`src/rtl/i2c_amatch_pkg.sv`:
```
package i2c_amatch_pkg;
    localparam int BYTE_W = 8;
    localparam int ADDR_W = 10;
    localparam int MASK_W = 5;
    localparam logic [4:0] HDR_TAG = 5'b11110;

    typedef enum logic [1:0] {
        S_IDLE     = 2'd0,
        S_LOW_WAIT = 2'd1,
        S_DONE     = 2'd2
    } seq_state_t;
endpackage

```
`src/rtl/amatch_mask_expand.sv`:
```
module amatch_mask_expand #(
    parameter int MASK_W = 5,
    parameter int BYTE_W = 8
) (
    input  logic [MASK_W-1:0] mask,
    input  logic              ten_bit,
    output logic [BYTE_W-1:0] byte_mask
);
    // bit 0: R/W in 7-bit mode (always ignored), shares mask[0] in 10-bit mode
    assign byte_mask[0] = ten_bit ? mask[0] : 1'b1;

    for (genvar i = 1; i < BYTE_W; i++) begin : g_bit
        if (i <= MASK_W) begin : g_masked
            assign byte_mask[i] = mask[i-1];
        end else begin : g_exact
            assign byte_mask[i] = 1'b0;
        end
    end
endmodule

```
`src/rtl/amatch_masked_eq.sv`:
```
module amatch_masked_eq #(
    parameter int W = 8
) (
    input  logic [W-1:0] a,
    input  logic [W-1:0] b,
    input  logic [W-1:0] dont_care,
    output logic         equal
);
    assign equal = ~|((a ^ b) & ~dont_care);
endmodule

```
`src/rtl/i2c_addr_match.sv`:
```
module i2c_addr_match
    import i2c_amatch_pkg::*;
(
    input  logic              clk,
    input  logic              rst_n,
    input  logic              byte_valid,
    input  logic [BYTE_W-1:0] byte_data,
    input  logic              bus_reset,
    input  logic              ten_bit,
    input  logic [ADDR_W-1:0] own_addr,
    input  logic [MASK_W-1:0] addr_mask,
    output logic              ack_valid,
    output logic              ack,
    output logic              addr_hit,
    output logic              rw_bit,
    output logic [ADDR_W-1:0] hit_addr
);
    localparam int HI_W = ADDR_W - BYTE_W;

    seq_state_t state_q, state_d;
    logic [BYTE_W-1:0] low_mask;
    logic [BYTE_W-1:0] hdr_ref;
    logic              low_eq, hdr_eq;
    logic [HI_W-1:0]   hdr_bits_q;
    logic              take;

    assign take    = byte_valid && !bus_reset;
    assign hdr_ref = {HDR_TAG, own_addr[ADDR_W-1:BYTE_W], 1'b0};

    amatch_mask_expand #(.MASK_W(MASK_W), .BYTE_W(BYTE_W)) u_mexp (
        .mask      (addr_mask),
        .ten_bit   (ten_bit),
        .byte_mask (low_mask)
    );

    amatch_masked_eq #(.W(BYTE_W)) u_low_cmp (
        .a         (byte_data),
        .b         (own_addr[BYTE_W-1:0]),
        .dont_care (low_mask),
        .equal     (low_eq)
    );

    amatch_masked_eq #(.W(BYTE_W)) u_hdr_cmp (
        .a         (byte_data),
        .b         (hdr_ref),
        .dont_care ('0),
        .equal     (hdr_eq)
    );

    // next-state logic
    always_comb begin
        state_d = state_q;
        if (bus_reset) begin
            state_d = S_IDLE;
        end else if (byte_valid) begin
            unique case (state_q)
                S_IDLE:     state_d = (ten_bit && hdr_eq) ? S_LOW_WAIT : S_DONE;
                S_LOW_WAIT: state_d = S_DONE;
                S_DONE:     state_d = S_DONE;
                default:    state_d = S_IDLE;
            endcase
        end
    end

    // state register
    always_ff @(posedge clk or negedge rst_n) begin
        if (!rst_n) state_q <= S_IDLE;
        else        state_q <= state_d;
    end

    // registered outputs
    always_ff @(posedge clk or negedge rst_n) begin
        if (!rst_n) begin
            ack_valid  <= 1'b0;
            ack        <= 1'b0;
            addr_hit   <= 1'b0;
            rw_bit     <= 1'b0;
            hit_addr   <= '0;
            hdr_bits_q <= '0;
        end else begin
            ack_valid <= 1'b0;
            ack       <= 1'b0;
            addr_hit  <= 1'b0;
            if (take) begin
                unique case (state_q)
                    S_IDLE: begin
                        ack_valid <= 1'b1;
                        rw_bit    <= byte_data[0];
                        if (ten_bit) begin
                            ack        <= hdr_eq;
                            hdr_bits_q <= byte_data[HI_W:1];
                        end else begin
                            ack      <= low_eq;
                            addr_hit <= low_eq;
                            if (low_eq) hit_addr <= {{HI_W{1'b0}}, byte_data[BYTE_W-1:1], 1'b0};
                        end
                    end
                    S_LOW_WAIT: begin
                        ack_valid <= 1'b1;
                        ack       <= low_eq;
                        addr_hit  <= low_eq;
                        if (low_eq) hit_addr <= {hdr_bits_q, byte_data};
                    end
                    S_DONE: ;
                    default: ;
                endcase
            end
        end
    end

    // decision one cycle after an accepted strobe in a deciding state
    p_ack_next_cycle_r6: assert property (@(posedge clk) disable iff (!rst_n)
        (take && state_q != S_DONE) |=> ack_valid);
    p_no_strobe_no_ack_r6: assert property (@(posedge clk) disable iff (!rst_n)
        !byte_valid |=> !ack_valid);
    p_ack_qualified_r6: assert property (@(posedge clk) disable iff (!rst_n)
        !ack_valid |-> !ack);
    // hit only with a positive decision; address held otherwise
    p_hit_needs_ack_r7: assert property (@(posedge clk) disable iff (!rst_n)
        addr_hit |-> (ack && ack_valid));
    p_hit_addr_held_r7: assert property (@(posedge clk) disable iff (!rst_n)
        !addr_hit |-> $stable(hit_addr));
    // bus reset returns to idle and suppresses decisions
    p_bus_reset_idle_r8: assert property (@(posedge clk) disable iff (!rst_n)
        bus_reset |=> (state_q == S_IDLE && !ack_valid));
    p_done_silent_r8: assert property (@(posedge clk) disable iff (!rst_n)
        (state_q == S_DONE && !bus_reset) |=> !ack_valid);
    // header decision never reports a full match
    p_header_no_hit_r4: assert property (@(posedge clk) disable iff (!rst_n)
        (take && state_q == S_IDLE && ten_bit) |=> !addr_hit);
endmodule

```
`config.mk`:
```
export PLATFORM = sky130hd
export DESIGN_NAME = i2c_addr_match
export DESIGN_NICKNAME = d
export VERILOG_FILES = /design/src/rtl/i2c_amatch_pkg.sv /design/src/rtl/amatch_mask_expand.sv /design/src/rtl/amatch_masked_eq.sv /design/src/rtl/i2c_addr_match.sv
export SDC_FILE = /design/constraint.sdc
export NUM_CORES = 1
export LEC_CHECK = 0
export CELL_PAD_IN_SITES_DETAIL_PLACEMENT = 2
export CELL_PAD_IN_SITES_GLOBAL_PLACEMENT = 2
export CORE_MARGIN = 1.5
export CORE_UTILIZATION = 37
export CTS_CLUSTER_DIAMETER = 50
export DETAILED_ROUTE_END_ITERATION = 6
export DONT_BUFFER_PORTS = 1
export PLACE_DENSITY = 0.79
export SLEW_MARGIN = 20
export SYNTH_ARGS = -nofsm -noshare
export SYNTH_HDL_FRONTEND = slang
export SYNTH_HIERARCHICAL = 1
export SYNTH_SLANG_ARGS = --single-unit
```
`constraint.sdc`:
```
create_clock -name clk -period 1.69 [get_ports clk]
set_input_delay 0.507 -clock clk [delete_from_list [all_inputs] [get_ports clk]]
set_output_delay 0.507 -clock clk [all_outputs]
set_load 0.02 [all_outputs]
```
==> flow_metrics.tcl, run 1 <==
set metrics [dict create \
    tightest_slew_ps 842 \
    dp_hpwl_um 2300 \
    crit_buf_inv 2 \
    synth_top_cells_by_area "dfrtp_1, xnor2_1, mux2_2, buf_4, ha_1" \
    power_mw 1.31 \
    start_util 0.394 \
    crit_cells 5 \
    power.share.clock 0.214 \
    ant_nets 0 \
    setup_violations 0 \
    cts_tree "built" \
    diodes 0 \
    dieHeight_um 57.4 \
    synth_top_cell_area_share 0.411 \
    pwr-share-seq 0.567 \
    die_w_um 57.4 \
    place_congestion 0.704 \
    synth_area_per_cell_um2 10.9 \
    slowest_delay_ps 420 \
    fillers 299 \
    cp-start-kind "flop" \
    min_path_type "in -> reg" \
    cp.required_ps 1900 \
    whs_path_depth 1 \
    hold_viol 0 \
    post-route-min-period_ps 1640 \
    peakVddDrop_v 0.000698 \
    insertion_delay_ps 310 \
    viasPerCell 5.25 \
    intPower_mw 0.843 \
    grt_max_degree 19 \
    crit_chain "buf_4 -> ha_1 -> o2111a_1 -> buf_4 -> mux2_4" \
    cap_violations 0 \
    comb_power_share 0.219 \
    synth_async_sr_flop_share 1.00 \
    placed_cells 143 \
    port_buffers 0 \
    syn_inst 101 \
    critPathSlowestCell "dfrtp_1" \
    cts_buffers 3 \
    gr-usage-met2 0.326 \
    clock-sinks 18 \
    drc 0 \
    slew_viol_final 0 \
    via_count 788 \
    path_common_cell "buf_4" \
    grt_pass1_wl_um 4480 \
    arrival_ps 1850 \
    synth_area_um2 1100 \
    synth_largest_area_cell "dfrtp_1" \
    grt_busiest_layer "met2" \
    yosysWarnings 6 \
    p_leak_nw 0.570 \
    max_freq_ghz 0.610 \
    seq_area_frac_synth 0.411 \
    drive_gt1_frac 0.244 \
    track_usage 0.184 \
    p_sw_frac 0.355 \
    cp_max_fo 4 \
    h-tree-depth 1 \
    grt-ovfl-total 0 \
    utilization 0.459 \
    crit_family "flip-flops" \
    num_io_pins 42 \
    core_um2 2780 \
    drtPass1Iterations 5 \
    power_density_nw_per_um2 1020 \
    ys_ff_latch 18 \
    drt_iter0_markers 8 \
    antenna_found_initial 0 \
    p_switching_mw 0.463 \
    cts_max_path_buffers 2 \
    clk_pin_slew_ps 110 \
    place_ws_ps -304 \
    worst_slack_ps 49.8 \
    finClkSkew_ps 3.19 \
    met1_usage 0.215 \
    drt_wl_total_um 2810 \
    synth_edf_count 0 \
    cp-end-kind "flop" \
    clockRootBuffer "clkbuf_4" \
    nets 152 \
    use_met3 0.0612 \
    dieArea_um2 3300 \
    rsz0062_at_grt "true" \
    drt-wirelength-per-cell_um 18.7 \
    maxSlewHeadroom 0.437 \
    ys.flop_type "dfrtp_1" \
    area_delta_synth_final_pct 16.4 \
    rr_worst_depth 5 \
    final_cells 150 \
    tns_ps 0 \
    num_rows 19 \
    worst-setup-path-type "reg -> reg" \
    finalCritPeriodShare 0.971 \
    yosysUniqueCellTypes 24 \
    status "complete, no violations" \
    grt_pass1_vias 910 \
]
-- metal layers --
| layer | vias to the layer above | share of wire |
|---|---|---|
| li1 | 356 | - |
| met1 | 392 | 0.39 |
| met2 | 34 | 0.52 |
| met3 | 6 | 0.078 |
| met4 | 0 | 0.010 |
| met5 | - | 0 |
-- layout make-up --
type	count	area [um2]	area share
clock buffers	4	36.3	0.0284
inverters	6	22.5	0.0176
multi-input cells	82	654	0.513
flip-flops and latches	18	450	0.353
well taps	31	38.8	0.0304
repair buffers	9	73.8	0.0578
-- registers in the layout, indices dropped and copies added, names as in the netlist --
signal	cells
state_q	2
hdr_bits_q	2
addr_hit	1
hit_addr	10
rw_bit	1
ack_valid	1
ack	1
-- final timing paths --
kind                                from            end  slack, ps
hold / removal                 bus_reset     state_q[0]        250
setup / recovery              state_q[0]    hit_addr[1]         50
setup reg to reg              state_q[0]    hit_addr[1]         50
min in group asynchronous          rst_n    hit_addr[6]        740
hold reg to reg            hdr_bits_q[1]  hdr_bits_q[1]        550
max in group asynchronous          rst_n    hit_addr[9]        440
-- placed cells by master, fill, tap and decap left out, types with 2 or more instances in the layout --
cell type,synthesis,routed
dfrtp_1,18,18
conb_1,3,16
xnor2_1,16,14
o22ai_1,8,8
nand2_1,7,7
mux2_4,0,7
buf_4,7,7
inv_1,6,6
mux2i_1,4,4
mux2_2,10,3
clkbuf_4,0,3
a21oi_1,2,2
nand3_1,2,2
nor2b_1,2,2
ha_2,0,2
ha_1,4,2
nor4_2,2,2
xnor2_2,0,2
-- cells by family after synthesis --
family                     count (synthesis)  share of synthesized area
DFF                                       18                      0.411
and+or+nand+nor                           17                     0.0959
xor gates and xnor gates                  16                      0.128
AOI/OAI and AO/OA                         15                     0.0913
muxes                                     14                      0.139
buffers and inverters                     14                     0.0788
adders and majority gates                  4                     0.0457
other                                      3                     0.0103
-- stage by stage --
stage / hold WS, ps / area, um2
floorplan: 211 / 1190
global route: 230 / 1280
detailed placement: 212 / 1210
CTS: 238 / 1270
finish: 251 / 1280
global placement: 212 / 1210
-- cell usage after synthesis, types with 2 or more instances --
cell	n
buf_4	7
ha_1	4
o22ai_1	8
nor2b_1	2
mux2_2	10
a21oi_1	2
conb_1	3
nor4_2	2
dfrtp_1	18
xnor2_1	16
nand3_1	2
nand2_1	7
inv_1	6
mux2i_1	4
-- repair_timing --
action | CTS | global route
endpoints found under the hold margin | 18 | 0
pin swaps | 0 | 1
hold buffers | 1 | 0
buffers inserted | 2 | 0
resized for setup | 0 | 3
gates cloned | 0 | 0
setup endpoints to repair | 1 | 9
-- power groups by stage --
stage | Combinational [mW] | Sequential, mW | Clock, mW
floorplan | 0.233 | 0.725 | 0
global placement | 0.249 | 0.748 | 0
detailed placement | 0.272 | 0.749 | 0
CTS | 0.290 | 0.743 | 0.297
global route | 0.317 | 0.755 | 0.305
finish | 0.286 | 0.740 | 0.279
(Power assumes the default switching activity.)
==> run 2, diff against run 1 <==
--- a/config.mk
+++ b/config.mk
@@ -5,7 +5,7 @@
 export SDC_FILE = /design/constraint.sdc
 export NUM_CORES = 1
 export LEC_CHECK = 0
-export CELL_PAD_IN_SITES_DETAIL_PLACEMENT = 2
+export CELL_PAD_IN_SITES_DETAIL_PLACEMENT = 1
 export CELL_PAD_IN_SITES_GLOBAL_PLACEMENT = 2
 export CORE_MARGIN = 1.5
 export CORE_UTILIZATION = 37
==> flow_metrics.tcl, run 2 (same netlist as run 1, synthesis figures left out) <==
set metrics [dict create \
    max_freq_ghz 0.618 \
    p_leak_nw 0.572 \
    hold_viol 0 \
    cts_buffers 3 \
    min_path_type "in -> reg" \
    diodes 0 \
    arrival_ps 1800 \
    finClkSkew_ps 2.07 \
    die_w_um 57.4 \
    max_flop_register "hit_addr" \
    ant_nets 0 \
    drt-wirelength-per-cell_um 16.1 \
    cp.required_ps 1880 \
    power.share.clock 0.211 \
    drt_iter0_markers 12 \
    p_switching_mw 0.443 \
    pwr-share-seq 0.576 \
    tightest_slew_ps 822 \
    rsz0062_at_grt "false" \
    reg2reg_slack_ps 70 \
    comb_power_share 0.213 \
    dp_hpwl_um 2000 \
    intPower_mw 0.840 \
    place_congestion 0.704 \
    drive_gt1_frac 0.227 \
    status "complete, no violations" \
    grt_pass1_vias 882 \
    h-tree-depth 1 \
    insertion_delay_ps 290 \
    core_um2 2780 \
    dieHeight_um 57.4 \
    clock-sinks 18 \
    final_cells 150 \
    viasPerCell 4.97 \
    worst_slack_ps 71.1 \
    drtPass1Iterations 3 \
    largest_registers "hit_addr: 10 flops, hdr_bits_q: 2 flops, state_q: 2 flops" \
    power_mw 1.28 \
    place_ws_ps -230 \
    grt-ovfl-total 0 \
    final_common_cell "dfrtp_1" \
    setup_violations 0 \
    worst-setup-path-type "reg -> reg" \
    slew_viol_final 0 \
    grt_pass1_wl_um 3950 \
    port_buffers 0 \
    antenna_found_initial 0 \
    clk_pin_slew_ps 110 \
    via_count 746 \
    finalCritPeriodShare 0.958 \
    power_density_nw_per_um2 1010 \
    fillers 314 \
    cts_max_path_buffers 2 \
    track_usage 0.159 \
    num_io_pins 42 \
    start_util 0.394 \
    grt_max_degree 19 \
    tns_ps 0 \
    placed_cells 143 \
    cap_violations 0 \
    p_sw_frac 0.345 \
    largest_register_ff_count 10 \
    cp-start-kind "flop" \
    clockRootBuffer "clkbuf_4" \
    final_cell_mix "dfrtp_1, conb_1, xnor2_1, buf_4, o22ai_1" \
    cts_tree "built" \
    maxSlewHeadroom 0.450 \
    peakVddDrop_v 0.000666 \
    utilization 0.456 \
    dieArea_um2 3300 \
    nets 152 \
    drc 0 \
    cp-end-kind "flop" \
    cp_max_fo 5 \
    drt_wl_total_um 2410 \
    area_delta_synth_final_pct 15.6 \
    post-route-min-period_ps 1620 \
    num_rows 19 \
]
==> run 2: cell count changes in the layout (fill, tap and decap cells not counted) <==
cell	delta
ha_1	+2
ha_2	-2
buf_4	+1
buf_6	-1
==> run 2: final timing paths <==
| path | from | endpoint | cells after the start |
|---|---|---|---|
| worst max register to register | state_q[0] | hit_addr[7] | 5 |
| min in group asynchronous | rst_n | hit_addr[7] | 1 |
| worst min register to register | hdr_bits_q[1] | hdr_bits_q[1] | 1 |
| worst min-delay path | bus_reset | state_q[0] | 1 |
| max in group asynchronous | rst_n | hdr_bits_q[0] | 1 |
| worst max-delay path | state_q[0] | hit_addr[7] | 5 |
==> run 2: critical path: stages, from the launching register on <==
cell      delay, ps
dfrtp_1         420
buf_4           140
ha_1            220
o2111a_1        270
buf_4           170
mux2_4          300
==> run 2: metal layers <==
| metal | GRT usage | share of wire | up-vias |
|---|---|---|---|
| met1 | 0.208 | 0.44 | 357 |
| met5 | 0 | 0 | - |
| met2 | 0.268 | 0.49 | 29 |
| met3 | 0.0340 | 0.064 | 2 |
| met4 | 0.0399 | 0.0087 | 0 |
| li1 | - | - | 358 |
==> run 2: area by class of cell <==
| cell class | instances | area [um2] | share of cell area |
|---|---|---|---|
| Multi-Input combinational cell | 82 | 649 | 0.512 |
| Sequential cell | 18 | 450 | 0.355 |
| Timing Repair Buffer | 9 | 70.1 | 0.0553 |
| Tap cell | 31 | 38.8 | 0.0306 |
| Clock buffer | 4 | 36.3 | 0.0286 |
| Inverter | 6 | 22.5 | 0.0178 |
==> run 2: through the flow <==
| stage | hold slack (ps) | area [um2] |
|---|---|---|
| after global routing | 254 | 1270 |
| after detailed placement | 212 | 1210 |
| after global placement | 212 | 1210 |
| after floorplan | 211 | 1190 |
| after CTS | 267 | 1250 |
| final | 272 | 1270 |
==> run 2: repair_timing <==
action                     in CTS  in global routing
hold endpoints to repair       18                  0
setup endpoints to repair       0                  1
resized for setup               0                  0
buffers inserted                0                  2
hold buffers                    1                  0
==> run 2: power by group through the flow <==
stage / Clock, mW / Sequential [mW] / Combinational [mW]
global placement: 0 / 0.748 / 0.249
global route: 0.298 / 0.755 / 0.307
floorplan: 0 / 0.725 / 0.233
detailed placement: 0 / 0.748 / 0.264
finish: 0.270 / 0.739 / 0.273
CTS: 0.280 / 0.743 / 0.275
==> run 3, diff against run 2 <==
--- a/config.mk
+++ b/config.mk
@@ -5,8 +5,10 @@
 export SDC_FILE = /design/constraint.sdc
 export NUM_CORES = 1
 export LEC_CHECK = 0
+export CAP_MARGIN = 20
 export CELL_PAD_IN_SITES_DETAIL_PLACEMENT = 1
 export CELL_PAD_IN_SITES_GLOBAL_PLACEMENT = 2
+export CORE_ASPECT_RATIO = 0.6
 export CORE_MARGIN = 1.5
 export CORE_UTILIZATION = 37
 export CTS_CLUSTER_DIAMETER = 50
==> flow_metrics.tcl, run 3 (same netlist as run 1, synthesis figures left out) <==
set metrics [dict create \
    slowest_delay_ps 360 \
    final_common_cell "dfrtp_1" \
    intPower_mw 0.934 \
    cts_buffers 3 \
    tightest_slew_ps 845 \
    insertion_delay_ps 250 \
    final_cell_mix "dfrtp_1, conb_1, xnor2_1, nand2_1, mux2_4" \
    grt_max_degree 19 \
    grt_pass1_wl_um 3820 \
    grt-ovfl-total 0 \
    diodes 0 \
    drt_iter0_markers 10 \
    antenna_found_initial 0 \
    via_count 750 \
    post-route-min-period_ps 1700 \
    cts_tree "built" \
    arrival_ps 1840 \
    violations "setup timing" \
    cp-start-kind "primary input" \
    setup_violations 5 \
    max_flop_register "hit_addr" \
    drtPass1Iterations 2 \
    peakVddDrop_v 0.000421 \
    place_congestion 0.776 \
    worst_slack_ps -12.5 \
    worst-setup-path-type "in -> reg" \
    viasPerCell 4.63 \
    num_io_pins 42 \
    largest_register_ff_count 10 \
    cp_max_fo 4 \
    track_usage 0.161 \
    area_delta_synth_final_pct 25.7 \
    hold_slack_ps 311 \
    p_sw_frac 0.330 \
    cp.required_ps 1830 \
    num_rows 15 \
    critPathSlowestCell "nor4_2" \
    dpl_cell_area_um2 1230 \
    crit_chain "xnor2_2 -> o22ai_2 -> nor4_2 -> o2111a_2 -> buf_6 -> mux2_4" \
    grt_pass1_vias 793 \
    maxSlewHeadroom 0.435 \
    port_buffers 0 \
    largest_registers "hit_addr: 10 flops, hdr_bits_q: 2 flops, state_q: 2 flops" \
    p_leak_nw 0.610 \
    cap_violations 0 \
    nets 153 \
    max_freq_ghz 0.587 \
    finalCritPeriodShare 1.01 \
    rsz0062_at_grt "true" \
    cp-end-kind "flop" \
    power_density_nw_per_um2 1010 \
    dieArea_um2 3310 \
    min_path_type "in -> reg" \
    drt_wl_total_um 2650 \
    drt-wirelength-per-cell_um 16.3 \
    pwr-share-seq 0.535 \
    clock-sinks 18 \
    dp_hpwl_um 2010 \
    hold_viol 0 \
    status "finished with violations" \
    clk_pin_slew_ps 70 \
    drive_gt1_frac 0.283 \
    fillers 315 \
    start_util 0.384 \
    dieHeight_um 45.2 \
    cts_max_path_buffers 2 \
    core_um2 2850 \
    die_w_um 73.3 \
    slew_viol_final 0 \
    power.share.clock 0.255 \
    comb_power_share 0.210 \
    drc 0 \
    finClkSkew_ps 1.04 \
    final_area_um2 1380 \
    h-tree-depth 1 \
    clockRootBuffer "clkbuf_8" \
    p_switching_mw 0.460 \
    ant_nets 0 \
]
==> run 3: cell count changes in the layout (fill, tap and decap cells not counted), sizes merged <==
cell	change
buf	+1
==> run 3: layout make-up <==
class                      instances  area, um2  area share
multi-input combinational         82        708       0.514
inverter                           6       22.5      0.0163
clock buffer                       4       55.1      0.0400
timing repair buffer              10       88.8      0.0645
tap                               42       52.6      0.0381
sequential                        18        450       0.327
==> run 3: path summary, 6_finish.rpt <==
| path | slack (ps) | cells after the start | end | start |
|---|---|---|---|---|
| worst min register to register | 510 | 1 | hdr_bits_q[0] | hdr_bits_q[0] |
| min in group asynchronous | 800 | 1 | ack | rst_n |
| worst max-delay path | -10 | 6 | hit_addr[3] | own_addr[5] |
| worst max register to register | 60 | 6 | hit_addr[3] | state_q[1] |
| worst min-delay path | 310 | 1 | state_q[0] | bus_reset |
| max in group asynchronous | 370 | 1 | hit_addr[6] | rst_n |
==> run 3: per-layer routing <==
layer	wire, um	GRT usage	share of wire	up-vias
li1	-	-	-	361
met1	1180	0.202	0.45	359
met2	1220	0.260	0.46	28
met3	233	0.0692	0.088	2
met4	8	0.0340	0.0030	0
met5	0	0	0	-
==> run 3: stage by stage <==
step | setup TNS [ps] | power, mW | worst slack [ps] | utilization | cells
after floorplan | -1120 | 0.958 | -161 | - | 114
after global placement | -2180 | 1.00 | -238 | 0.433 | 156
after detailed placement | -2680 | 1.02 | -293 | 0.433 | 156
after CTS | 0 | 1.39 | 3.10 | 0.456 | 161
after global routing | -572 | 1.47 | -76.6 | 0.483 | 162
final | -39.3 | 1.39 | -12.5 | 0.483 | 162
==> run 3: power by group through the flow <==
stage                     clock network, mW  logic (mW)  registers (mW)
after floorplan                           0       0.233           0.725
after global placement                    0       0.250           0.752
after detailed placement                  0       0.265           0.754
after CTS                             0.368       0.277           0.749
after global routing                  0.387       0.321           0.761
final                                 0.356       0.293           0.745
==> run 3: repair_timing <==
item	CTS	global route
resized for setup	0	11
hold buffers	1	0
setup buffers	0	1
cloned	0	0
pin swaps	2	4
hold endpoints to repair	18	0
endpoints found under the setup margin	7	10
==> run 3: worst max-delay path, delay by kind of cell <==
kind | cells | cell delay (ps)
muxes | 1 | 290
buffers and inverters | 1 | 130
AOI/OAI and AO/OA | 2 | 420
and+or+nand+nor | 1 | 360
xor gates and xnor gates | 1 | 140
